<file path="src/rtl/atx_pkg.sv">
package atx_pkg;

   typedef enum logic [2:0] {
      ST_IDLE,
      ST_START,
      ST_DATA,
      ST_PAR,
      ST_STOP,
      ST_BRK,
      ST_BRKEND
   } tx_state_e;

   typedef enum logic [1:0] {
      PM_CALC  = 2'b00,
      PM_FIXED = 2'b01,
      PM_OFF   = 2'b10,
      PM_OFF2  = 2'b11
   } par_mode_e;

   // a parity bit is present for the computed and fixed modes
   function automatic logic par_present(input logic [1:0] mode);
      return (mode == PM_CALC) || (mode == PM_FIXED);
   endfunction

   // parity bit over the active data bits only
   function automatic logic par_value(input logic [7:0] data,
                                      input logic [1:0] len,
                                      input logic [1:0] mode,
                                      input logic       odd);
      logic [7:0] act;
      logic       x;
      act = data & (8'hFF >> (2'd3 - len));
      x   = ^act;
      if (mode == PM_FIXED) return ~odd;
      if (mode == PM_CALC)  return odd ? ~x : x;
      return 1'b0;
   endfunction

endpackage

</file>
<file path="src/rtl/atx_fifo.sv">
module atx_fifo #(
   parameter int W     = 8,
   parameter int DEPTH = 16
) (
   input  logic                       clk,
   input  logic                       rst_n,
   input  logic                       wr,
   input  logic [W-1:0]               wdata,
   input  logic                       rd,
   output logic [W-1:0]               rdata,
   output logic [$clog2(DEPTH+1)-1:0] count,
   output logic                       full,
   output logic                       empty
);
   localparam int PW = $clog2(DEPTH);
   localparam int CW = $clog2(DEPTH+1);

   if (DEPTH < 4 || (DEPTH & (DEPTH - 1)) != 0) begin : g_bad_depth
      $error("atx_fifo: DEPTH must be a power of two of at least 4");
   end
   if (W < 1) begin : g_bad_width
      $error("atx_fifo: W must be positive");
   end

   logic [W-1:0]  mem [DEPTH];
   logic [PW-1:0] wp_q, rp_q;
   logic [CW-1:0] cnt_q;
   logic          do_push, do_pop;

   assign full    = (cnt_q == CW'(DEPTH));
   assign empty   = (cnt_q == '0);
   assign do_push = wr && !full;
   assign do_pop  = rd && !empty;
   assign rdata   = mem[rp_q];
   assign count   = cnt_q;

   always_ff @(posedge clk) begin
      if (do_push) mem[wp_q] <= wdata;
   end

   always_ff @(posedge clk or negedge rst_n) begin
      if (!rst_n) begin
         wp_q  <= '0;
         rp_q  <= '0;
         cnt_q <= '0;
      end else begin
         if (do_push) wp_q <= wp_q + PW'(1);
         if (do_pop)  rp_q <= rp_q + PW'(1);
         case ({do_push, do_pop})
            2'b10:   cnt_q <= cnt_q + CW'(1);
            2'b01:   cnt_q <= cnt_q - CW'(1);
            default: cnt_q <= cnt_q;
         endcase
      end
   end

   // a write into a full buffer without a read must leave the count alone
   assert_no_overflow_R6: assert property (@(posedge clk) disable iff (!rst_n)
      (full && wr && !rd) |=> $stable(cnt_q));

   always_comb begin
      if (rst_n) assert_count_bound_R6: assert (cnt_q <= CW'(DEPTH));
   end

endmodule

</file>
<file path="src/rtl/atx_pace.sv">
module atx_pace #(
   parameter int SYNC_STAGES = 2
) (
   input  logic clk,
   input  logic rst_n,
   input  logic tick16,
   input  logic ext_clk,
   input  logic ext_mode,
   output logic step
);
   if (SYNC_STAGES < 0 || SYNC_STAGES > 4) begin : g_bad_sync
      $error("atx_pace: SYNC_STAGES must lie in 0..4");
   end

   logic synced, prev_q, fall;

   if (SYNC_STAGES == 0) begin : g_nosync
      assign synced = ext_clk;
   end else begin : g_sync
      logic [SYNC_STAGES-1:0] chain_q;
      always_ff @(posedge clk or negedge rst_n) begin
         if (!rst_n) chain_q <= '0;
         else begin
            chain_q[0] <= ext_clk;
            for (int i = 1; i < SYNC_STAGES; i++) chain_q[i] <= chain_q[i-1];
         end
      end
      assign synced = chain_q[SYNC_STAGES-1];
   end

   always_ff @(posedge clk or negedge rst_n) begin
      if (!rst_n) prev_q <= 1'b0;
      else        prev_q <= synced;
   end

   assign fall = prev_q && !synced;
   assign step = ext_mode ? fall : tick16;

   // in 1x mode steps come from edges, so two never stand back to back
   assert_edge_single_R5: assert property (@(posedge clk) disable iff (!rst_n)
      (ext_mode && step) |=> (!step || !ext_mode));

endmodule

</file>
<file path="src/rtl/atx_irq.sv">
module atx_irq #(
   parameter int DEPTH = 16
) (
   input  logic                       en,
   input  logic [1:0]                 level,
   input  logic [$clog2(DEPTH+1)-1:0] count,
   output logic                       irq
);
   localparam int CW = $clog2(DEPTH+1);

   if (DEPTH < 4) begin : g_bad_depth
      $error("atx_irq: DEPTH must be at least 4");
   end

   logic [CW-1:0] thr [4];
   logic [CW-1:0] free;

   for (genvar g = 0; g < 4; g++) begin : g_thr
      if (g == 3) begin : g_one
         assign thr[g] = CW'(1);
      end else begin : g_frac
         assign thr[g] = CW'(DEPTH >> g);
      end
   end

   assign free = CW'(DEPTH) - count;
   assign irq  = en && (free >= thr[level]);

endmodule

</file>
<file path="src/rtl/atx_shifter.sv">
module atx_shifter
   import atx_pkg::*;
#(
   parameter int OVS = 16
) (
   input  logic       clk,
   input  logic       rst_n,
   input  logic       step,
   input  logic       ext_mode,
   input  logic       tx_en,
   input  logic       cts_ok,
   input  logic [1:0] char_len,
   input  logic [1:0] par_mode,
   input  logic       par_odd,
   input  logic [3:0] stop_code,
   input  logic       brk_start,
   input  logic       brk_stop,
   input  logic       buf_empty,
   input  logic [7:0] buf_data,
   output logic       pop,
   output logic       ser,
   output logic       busy
);
   localparam int CNTW = $clog2(OVS + 16);

   if (OVS < 2) begin : g_bad_ovs
      $error("atx_shifter: OVS must be at least 2");
   end

   tx_state_e       st_q, st_d;
   logic [CNTW-1:0] cnt_q, cnt_d, need;
   logic [7:0]      sh_q, sh_d;
   logic [2:0]      idx_q, idx_d;
   logic            par_q, par_d;
   logic            brk_q, brk_d;
   logic [3:0]      nbits;
   logic            last, go;

   assign nbits = 4'd5 + {2'b00, char_len};
   assign go    = tx_en && cts_ok && !buf_empty && !brk_q;

   always_comb begin
      if (st_q == ST_STOP) begin
         if (ext_mode) need = stop_code[3] ? CNTW'(2) : CNTW'(1);
         else          need = CNTW'(OVS) + CNTW'(stop_code);
      end else begin
         need = ext_mode ? CNTW'(1) : CNTW'(OVS);
      end
   end

   assign last = step && (cnt_q == need - CNTW'(1));

   always_comb begin
      st_d  = st_q;
      sh_d  = sh_q;
      idx_d = idx_q;
      par_d = par_q;
      pop   = 1'b0;
      brk_d = (brk_q || brk_start) && !brk_stop;
      cnt_d = cnt_q;
      if (step && st_q != ST_IDLE && st_q != ST_BRK)
         cnt_d = last ? '0 : cnt_q + CNTW'(1);

      unique case (st_q)
         ST_IDLE: begin
            if (brk_q) st_d = ST_BRK;
            else if (go && step) begin
               pop   = 1'b1;
               sh_d  = buf_data;
               par_d = par_value(buf_data, char_len, par_mode, par_odd);
               st_d  = ST_START;
               cnt_d = '0;
            end
         end
         ST_START: begin
            if (last) begin
               st_d  = ST_DATA;
               idx_d = '0;
            end
         end
         ST_DATA: begin
            if (last) begin
               sh_d = {1'b0, sh_q[7:1]};
               if ({1'b0, idx_q} == nbits - 4'd1)
                  st_d = par_present(par_mode) ? ST_PAR : ST_STOP;
               else
                  idx_d = idx_q + 3'd1;
            end
         end
         ST_PAR: begin
            if (last) st_d = ST_STOP;
         end
         ST_STOP, ST_BRKEND: begin
            if (last) begin
               if (brk_q) st_d = ST_BRK;
               else if (go) begin
                  pop   = 1'b1;
                  sh_d  = buf_data;
                  par_d = par_value(buf_data, char_len, par_mode, par_odd);
                  st_d  = ST_START;
               end else st_d = ST_IDLE;
            end
         end
         ST_BRK: begin
            if (brk_stop) begin
               st_d  = ST_BRKEND;
               cnt_d = '0;
            end
         end
         default: st_d = ST_IDLE;
      endcase

      if (st_q != ST_BRK && st_d == ST_BRK) brk_d = 1'b0;
   end

   always_ff @(posedge clk or negedge rst_n) begin
      if (!rst_n) begin
         st_q  <= ST_IDLE;
         cnt_q <= '0;
         sh_q  <= '0;
         idx_q <= '0;
         par_q <= 1'b0;
         brk_q <= 1'b0;
      end else begin
         st_q  <= st_d;
         cnt_q <= cnt_d;
         sh_q  <= sh_d;
         idx_q <= idx_d;
         par_q <= par_d;
         brk_q <= brk_d;
      end
   end

   always_comb begin
      unique case (st_q)
         ST_START, ST_BRK: ser = 1'b0;
         ST_DATA:          ser = sh_q[0];
         ST_PAR:           ser = par_q;
         default:          ser = 1'b1;
      endcase
   end

   assign busy = (st_q != ST_IDLE);

   assert_pop_has_data_R6: assert property (@(posedge clk) disable iff (!rst_n)
      pop |-> !buf_empty);

   assert_pop_on_step_R4: assert property (@(posedge clk) disable iff (!rst_n)
      pop |-> step);

   assert_start_space_R1: assert property (@(posedge clk) disable iff (!rst_n)
      pop |=> !ser);

   assert_no_pop_disabled_R8: assert property (@(posedge clk) disable iff (!rst_n)
      !tx_en |-> !pop);

   assert_cts_holds_R9: assert property (@(posedge clk) disable iff (!rst_n)
      !cts_ok |-> !pop);

endmodule

</file>
<file path="src/rtl/async_tx_fmt.sv">
module async_tx_fmt #(
   parameter int DEPTH       = 16,
   parameter int OVS         = 16,
   parameter int SYNC_STAGES = 2
) (
   input  logic                       clk,
   input  logic                       rst_n,
   input  logic                       wr_en,
   input  logic [7:0]                 wr_data,
   input  logic                       tick16,
   input  logic                       ext_clk1x,
   input  logic                       use_ext1x,
   input  logic                       tx_enable,
   input  logic                       local_loop,
   input  logic                       cts_gate,
   input  logic                       cts_n,
   input  logic [1:0]                 char_len,
   input  logic [1:0]                 par_mode,
   input  logic                       par_odd,
   input  logic [3:0]                 stop_code,
   input  logic                       brk_start,
   input  logic                       brk_stop,
   input  logic [1:0]                 irq_level,
   output logic                       txd,
   output logic                       ser_int,
   output logic [$clog2(DEPTH+1)-1:0] fifo_count,
   output logic                       fifo_full,
   output logic                       fifo_empty,
   output logic                       tx_idle,
   output logic                       tx_irq
);
   logic       step, pop, ser, busy, cts_ok;
   logic [7:0] head;

   assign cts_ok = !cts_gate || !cts_n;

   atx_fifo #(.W(8), .DEPTH(DEPTH)) u_buf (
      .clk   (clk),
      .rst_n (rst_n),
      .wr    (wr_en),
      .wdata (wr_data),
      .rd    (pop),
      .rdata (head),
      .count (fifo_count),
      .full  (fifo_full),
      .empty (fifo_empty)
   );

   atx_pace #(.SYNC_STAGES(SYNC_STAGES)) u_pace (
      .clk      (clk),
      .rst_n    (rst_n),
      .tick16   (tick16),
      .ext_clk  (ext_clk1x),
      .ext_mode (use_ext1x),
      .step     (step)
   );

   atx_shifter #(.OVS(OVS)) u_shift (
      .clk       (clk),
      .rst_n     (rst_n),
      .step      (step),
      .ext_mode  (use_ext1x),
      .tx_en     (tx_enable),
      .cts_ok    (cts_ok),
      .char_len  (char_len),
      .par_mode  (par_mode),
      .par_odd   (par_odd),
      .stop_code (stop_code),
      .brk_start (brk_start),
      .brk_stop  (brk_stop),
      .buf_empty (fifo_empty),
      .buf_data  (head),
      .pop       (pop),
      .ser       (ser),
      .busy      (busy)
   );

   atx_irq #(.DEPTH(DEPTH)) u_irq (
      .en    (tx_enable),
      .level (irq_level),
      .count (fifo_count),
      .irq   (tx_irq)
   );

   assign ser_int = ser;
   assign txd     = local_loop ? 1'b1 : ser;
   assign tx_idle = !busy && fifo_empty;

   // the block's own line must not leave mark while loopback is on
   assert_loop_mark_R10: assert property (@(posedge clk) disable iff (!rst_n)
      (local_loop && !ser) |-> txd);

endmodule

</file>
<file path="config.mk">
export PLATFORM = sky130hd
export DESIGN_NAME = async_tx_fmt
export DESIGN_NICKNAME = d
export VERILOG_FILES = /design/src/rtl/atx_pkg.sv /design/src/rtl/atx_fifo.sv /design/src/rtl/atx_pace.sv /design/src/rtl/atx_irq.sv /design/src/rtl/atx_shifter.sv /design/src/rtl/async_tx_fmt.sv
export SDC_FILE = /design/constraint.sdc
export NUM_CORES = 1
export LEC_CHECK = 0
export ABC_AREA = 1
export ABC_CLOCK_PERIOD_IN_PS = 5600
export BUFFER_PORTS_ARGS = -buffer_cell sky130_fd_sc_hd__buf_2
export CORE_ASPECT_RATIO = 0.9
export CORE_MARGIN = 2
export CORE_UTILIZATION = 55
export CTS_BUF_LIST = sky130_fd_sc_hd__clkbuf_4 sky130_fd_sc_hd__clkbuf_8 sky130_fd_sc_hd__clkbuf_16
export CTS_CLUSTER_SIZE = 10
export DETAILED_ROUTE_END_ITERATION = 6
export GPL_ROUTABILITY_DRIVEN = 0
export HOLD_SLACK_MARGIN = 0.08
export PLACE_DENSITY = 0.81
export REMOVE_ABC_BUFFERS = 1
export SLEW_MARGIN = 20
export SYNTH_ARGS = -nofsm -noshare
export SYNTH_HDL_FRONTEND = slang
export SYNTH_SLANG_ARGS = --single-unit
export TNS_END_PERCENT = 1
</file>
<file path="constraint.sdc">
create_clock -name clk -period 5.6 [get_ports clk]
set_input_delay 1.12 -clock clk [delete_from_list [all_inputs] [get_ports clk]]
set_output_delay 1.12 -clock clk [all_outputs]
set_load 0.1 [all_outputs]
</file>
==> results.cfg, run 1 <==
[global_route]
grt_overflow_total = 0
grt_max_degree = 77
grt_pass1_vias = 5893
grt_first_pass_wirelength_um = 29800
grt_use_total = 0.248
antenna_found_initial = 0

[floorplanning]
core_region_area_um2 = 14200
fp.dieArea_um2 = 15600
die_w_um = 131
rows = 41
start_util = 0.568
pin_count = 42
die_h_um = 119

[sta]
fmax_mhz = 241
setup_viol = 0
rsz0062_at_grt = no
finalHoldViolations = 0
fin_skew_ns = 0.00973
final.period_utilization = 0.740
slew-limit-headroom = 0.398
tightest_slew_ns = 0.902
fin_crit_ns = 4.15
setup_tns_ns = 0
slew_viol_final = 0

[pwr]
power.share.clock = 0.232
total_power_uw = 5010
power_switching_uw = 2220
p_per_area_nw_per_um2 = 558
seqPwrFrac = 0.334
p_leak_uw = 0.00396
p_int_uw = 2790
switching_share = 0.443
combPwrFrac = 0.434
ir_drop_v = 0.000311

[clock_network]
clk_latency_ns = 0.43
clockBufferDepth = 2
cts_hold_buf = 0
cts_resized = 0
ctsHtreeMaxLevel = 4
cts_setup_buffers = 0
numCtsBuffers = 17
root_buffer = clkbuf_16
cts_tree = done
cts.sinks = 165
path_clk_slew_ns = 0.07

[route]
num_vias = 6152
wl_um = 18100
viasPerCell = 5.48
drc = 0
ant_nets = 0
drt_iter0_drc = 724
routedWlPerCell_um = 16.2
drt_first_pass_iters = 6

[setup_path]
r2r-end = u_buf.count[4]$_DFFE_PN0P_
cp_common_cell = nand2_1
worst-path-buf-inv = 5
r2r_start = u_shift.st_q[0]$_DFF_PN0_
worstSetupStartpointType = input pin
cp-startpoint = use_ext1x
cp_max_fo = 7
path_depth = 24
cpMaxStageDelayCell = ha_1
arrival_ns = 4.45
slowest_delay_ns = 0.34
rrSetupSlack_ns = 1.69
crit_type = in2reg
cp_top_family = simple AND/OR/NAND/NOR gates
endpoint = u_buf.count[4]$_DFFE_PN0P_
cp-end-kind = flop
path_cells = buf_2, inv_2, nand2_1, nand2_1, o21ai_2, ha_1, inv_1, nand4_1, nand3_1, nand2_1, nand2_1, nor2_2, nand2_4, clkinv_4, nand3_1, nand2_1, ha_1, ha_1, a21o_1, a31oi_1, inv_1, a21oi_1, o21ai_0, xor2_1
rr_worst_depth = 22
critPathRequiredTime_ns = 5.90

[layout]
final_net_count = 968
final_cell_mix = nand2_1 (299), edfxtp_1 (128), nor2_1 (107)
diodes = 0
layout-drive-gt1-share = 0.112
ff_latch_area_um2 = 4770
num-fill-cells = 1085
area_growth_pct = 11.8
layout_commonest_cell = nand2_1
multi_input_area_um2 = 2830

[yosys]
synthArstFlopShare = 0.224
syn_inst = 878
synth.distinct_cells = 40
synthFlopType = edfxtp_1
synth.avg_cell_area_um2 = 9.15
yosysSeqAreaShare = 0.594
synth-edff-count = 128
ys_ff_latch = 165
yosysWarnings = 0
synth_area_um2 = 8040

[placed_design]
place_hpwl_um = 11500
port_buffers = 41

[min_path]
min_path_type = reg2reg

[run]
drv_cap = 0

[run_status]
status = finished, final reports clean
-- power groups by stage --
| stage | sequential [uW] | combinational, uW | clock, uW |
|---|---|---|---|
| finish | 1680 | 2170 | 1160 |
| global route | 1700 | 2470 | 1210 |
| CTS | 1670 | 2160 | 1170 |
| detailed placement | 1700 | 2130 | 0 |
| global placement | 1690 | 2080 | 0 |
| floorplan | 1830 | 1460 | 0 |
-- worst register-to-register path, cell delays in order (launching register included) --
cell	delay, ns
dfrtp_1	0.49
nor2_4	0.19
nand2_2	0.11
o21ai_2	0.22
ha_1	0.25
inv_1	0.09
nand4_1	0.11
nand3_1	0.08
nand2_1	0.06
nand2_1	0.05
nor2_2	0.23
nand2_4	0.12
clkinv_4	0.07
nand3_1	0.06
nand2_1	0.22
ha_1	0.34
ha_1	0.32
a21o_1	0.20
a31oi_1	0.13
inv_1	0.07
a21oi_1	0.11
o21ai_0	0.12
xor2_1	0.16
-- flip-flops by register name, indices dropped and copies added (netlist names) --
signal	cells
u_pace.g_sync.chain_q	2
u_shift.par_q	1
u_buf.rp_q	4
u_buf.count	5
u_shift.sh_q	8
u_shift.brk_q	1
u_buf.mem	128
u_shift.st_q	3
u_buf.wp_q	4
u_pace.prev_q	1
u_shift.idx_q	3
u_shift.cnt_q	5
-- synth_stat cells (4+ instances only) --
cell type | count | share of area
edfxtp_1 | 128 | 0.48
clkbuf_1 | 8 | 0.0037
buf_1 | 9 | 0.0042
nand4_1 | 7 | 0.0054
nand2_1 | 299 | 0.14
inv_1 | 77 | 0.036
dfrtp_1 | 37 | 0.12
o21ai_0 | 32 | 0.020
buf_2 | 6 | 0.0037
nand2_2 | 4 | 0.0031
nand3_1 | 66 | 0.041
xor2_1 | 10 | 0.011
a21oi_1 | 17 | 0.011
o21ai_2 | 4 | 0.0044
nor2_1 | 107 | 0.050
nor2_2 | 5 | 0.0039
ha_1 | 19 | 0.030
inv_2 | 5 | 0.0023
clkinv_1 | 5 | 0.0023
-- through the flow --
stage	area [um^2]	utilization	cells	hold slack, ns	setup WS (ns)
floorplan	7930	-	854	0.331	0.795
global placement	8400	0.593	1091	0.341	1.29
detailed placement	8400	0.593	1091	0.347	1.11
CTS	8980	0.634	1122	0.361	1.52
global route	8980	0.634	1122	0.378	1.09
finish	8980	0.634	1122	0.361	1.45
-- how the worst min path moves through the flow --
stage | startpoint | end | slack (ns) | cells past startpoint
floorplan | u_pace.g_sync.chain_q[0]$_DFF_PN0_ | u_pace.g_sync.chain_q[1]$_DFF_PN0_ | 0.33 | 0
global placement | u_pace.g_sync.chain_q[0]$_DFF_PN0_ | u_pace.g_sync.chain_q[1]$_DFF_PN0_ | 0.34 | 0
detailed placement | u_pace.g_sync.chain_q[0]$_DFF_PN0_ | u_pace.g_sync.chain_q[1]$_DFF_PN0_ | 0.35 | 0
CTS | u_pace.g_sync.chain_q[0]$_DFF_PN0_ | u_pace.g_sync.chain_q[1]$_DFF_PN0_ | 0.36 | 0
global route | u_pace.g_sync.chain_q[0]$_DFF_PN0_ | u_pace.g_sync.chain_q[1]$_DFF_PN0_ | 0.38 | 0
finish | u_pace.g_sync.chain_q[0]$_DFF_PN0_ | u_pace.g_sync.chain_q[1]$_DFF_PN0_ | 0.36 | 0
-- routing by layer --
metal | routed length (um) | GRT usage | share of wire
met2 | 8440 | 0.389 | 0.47
met1 | 7970 | 0.351 | 0.44
met4 | 326 | 0.0774 | 0.018
met3 | 1350 | 0.0442 | 0.074
met5 | 55 | 0.0294 | 0.0030
-- logic make-up after synthesis --
kind of cell | Yosys count | synth area share
xor+xnor | 13 | 0.0142
simple gates | 500 | 0.256
buf+inv | 112 | 0.0548
flops | 165 | 0.594
compound gates | 67 | 0.0476
fa+ha+maj | 20 | 0.0321
mux | 1 | 0.00125
-- area by class of cell --
cell class,instances,area share
sequential,165,0.531
multi-input combinational,601,0.315
inverter,88,0.0373
timing repair buffer,44,0.0254
tap,193,0.0269
clock inverter,13,0.0166
clock buffer,18,0.0482
Power figures use the tool's default switching activity.
==> run 2: changes to the inputs <==
- ABC_CLOCK_PERIOD_IN_PS: 5600 -> 4000
- clock period: 5.6 -> 4 ns (I/O delays scaled with it)
==> run 2 against run 1 <==
- global-route usage fell by 1.2 points
- cell count rose by 0.36%
- clock skew rose by 0.0029 ns
- hold slack improved by 0.031 ns
- routed wire length fell by 1.4%
- clock-buffer cell count did not move
- worst setup slack got worse by 1.1 ns
- non-clock buffer count rose by 3
- combinational power rose by 41%
- first-iteration DRC count rose by 1.2%
- die area did not move
- final area rose by 0.72%
==> results.cfg, run 2 (synthesis gave the netlist of run 1 again) <==
[run_status]
status = finished, final reports clean

[layout]
num-fill-cells = 1124
top_register = u_buf.mem
layout_commonest_cell = nand2_1
largest_registers = u_buf.mem x128, u_shift.sh_q x8
layout-drive-gt1-share = 0.116
diodes = 0
largest_reg_flops = 128
instances_no_fill = 1126
area_growth_pct = 12.6
final_net_count = 971
final_cell_mix = nand2_1 (299), edfxtp_1 (128), nor2_1 (107)

[clock_network]
cts_setup_buffers = 0
path_clk_slew_ns = 0.07
clk_latency_ns = 0.44
cts.sinks = 165
root_buffer = clkbuf_16
cts_hold_buf = 0
numCtsBuffers = 17
ctsHtreeMaxLevel = 4
clockBufferDepth = 2
cts_tree = done
cts_resized = 0

[sta]
fmax_mhz = 275
setup_viol = 0
tightest_slew_ns = 0.898
final.period_utilization = 0.908
fin_skew_ns = 0.0126
slew_viol_final = 0
slew-limit-headroom = 0.401
fin_crit_ns = 3.63
rsz0062_at_grt = no
finalHoldViolations = 0
setup_ws_ns = 0.369

[floorplanning]
die_h_um = 119
core_region_area_um2 = 14200
die_w_um = 131
pin_count = 42
rows = 41
start_util = 0.568
fp.dieArea_um2 = 15600

[route]
ant_nets = 0
routedWlPerCell_um = 15.9
viasPerCell = 5.43
num_vias = 6110
wl_um = 17900
drt_first_pass_iters = 5
drt_iter0_drc = 733
drc = 0

[setup_path]
r2r_start = u_shift.st_q[0]$_DFF_PN0_
rrSetupSlack_ns = 0.37
critPathRequiredTime_ns = 4.32
cp-end-kind = flop
slowest_delay_ns = 0.46
crit_type = reg2reg
r2r-end = u_buf.count[4]$_DFFE_PN0P_
path_cells = nor2_4, nand2_2, o21ai_2, ha_1, inv_1, nand4_1, nand3_1, nand2_1, nand2_1, nor2_2, nand2_4, clkinv_4, nand3_1, nand2_1, ha_1, ha_1, a21o_1, a31oi_1, inv_1, a21oi_1, o21ai_0, xor2_1
cp_max_fo = 6
worstSetupStartpointType = flop
rr_worst_depth = 22
arrival_ns = 3.95
cpMaxStageDelayCell = dfrtp_1

[pwr]
p_leak_uw = 0.00399
ir_drop_v = 0.000462
p_per_area_nw_per_um2 = 789
total_power_uw = 7140

[global_route]
grt_use_total = 0.236
antenna_found_initial = 0
grt_pass1_vias = 5616
grt_max_degree = 76
grt_overflow_total = 0
grt_first_pass_wirelength_um = 28200

[min_path]
min-delay-start = u_pace.g_sync.chain_q[0]$_DFF_PN0_
hold_path_depth = 0
min_path_type = reg2reg
hold_end = u_pace.g_sync.chain_q[1]$_DFF_PN0_

[placed_design]
port_buffers = 41
place_hpwl_um = 11400
place_ws_ns = 0.0198
place_inst = 1094

[run]
drv_cap = 0
==> run 2: cell types whose count changed in the layout (fill, tap and decap cells not counted), sizes merged <==
| cell | before | now |
|---|---|---|
| clkinv | 11 | 7 |
| inv | 87 | 90 |
| buf | 44 | 47 |
| clkinvlp | 1 | 2 |
| bufinv | 2 | 3 |
==> run 2: area by class of cell <==
class / count / area [um^2] / share of cell area
multi-input combinational: 601 / 2830 / 0.312
clock inverter: 14 / 185 / 0.0205
clock buffer: 18 / 439 / 0.0485
timing repair buffer: 47 / 250 / 0.0277
inverter: 88 / 335 / 0.0371
tap: 193 / 241 / 0.0267
sequential: 165 / 4770 / 0.527
==> run 2: per-layer routing <==
metal	wire length [um]	part of all wire	GRT usage	up-vias
met5	0	0	0	-
met4	372	0.021	0.0944	0
met3	1510	0.084	0.0592	35
met2	8310	0.46	0.364	282
met1	7710	0.43	0.323	2843
li1	-	-	-	2950
==> run 2: how the worst max path moves through the flow <==
stage,startpoint,to,slack (ns),depth (start not counted)
6_report,u_shift.st_q[0]$_DFF_PN0_,u_buf.count[4]$_DFFE_PN0P_,0.37,22
5_1_grt,u_shift.st_q[1]$_DFF_PN0_,u_buf.count[4]$_DFFE_PN0P_,0.13,22
4_1_cts,u_shift.st_q[0]$_DFF_PN0_,u_buf.count[4]$_DFFE_PN0P_,0.38,22
3_5_place_dp,use_ext1x,u_buf.count[4]$_DFFE_PN0P_,0.02,24
3_3_place_gp,use_ext1x,u_buf.count[4]$_DFFE_PN0P_,0.14,24
2_1_floorplan,u_buf.count[0]$_DFFE_PN0P_,tx_idle,-0.48,7
==> run 2: metrics by stage <==
step | hold WS, ns | instance area (um^2) | utilization | TNS [ns]
3_3_place_gp | 0.363 | 8420 | 0.595 | 0
6_report | 0.392 | 9050 | 0.639 | 0
2_1_floorplan | 0.331 | 7930 | - | -0.973
5_1_grt | 0.404 | 9050 | 0.639 | 0
4_1_cts | 0.390 | 9050 | 0.639 | 0
3_5_place_dp | 0.368 | 8420 | 0.595 | 0
==> run 2: critical path, delay by kind of cell, from the launching register on <==
family                   cells  cell delay [ns]
AO/OA/AOI/OAI                5             0.77
XOR/XNOR                     1             0.15
adder cells (fa/ha/maj)      3             0.82
buffers and inverters        3             0.23
flip-flops                   1             0.46
AND/OR/NAND/NOR             10             1.08
==> run 2: power breakdown <==
| group | leakage [uW] | switching, uW | total, uW | internal [uW] |
|---|---|---|---|---|
| Combinational | 0.00207 | 2210 | 3070 | 860 |
| Clock | 0.000303 | 713 | 1730 | 1020 |
| Sequential | 0.00161 | 217 | 2350 | 2130 |
| Total | 0.00399 | 3140 | 7140 | 4010 |
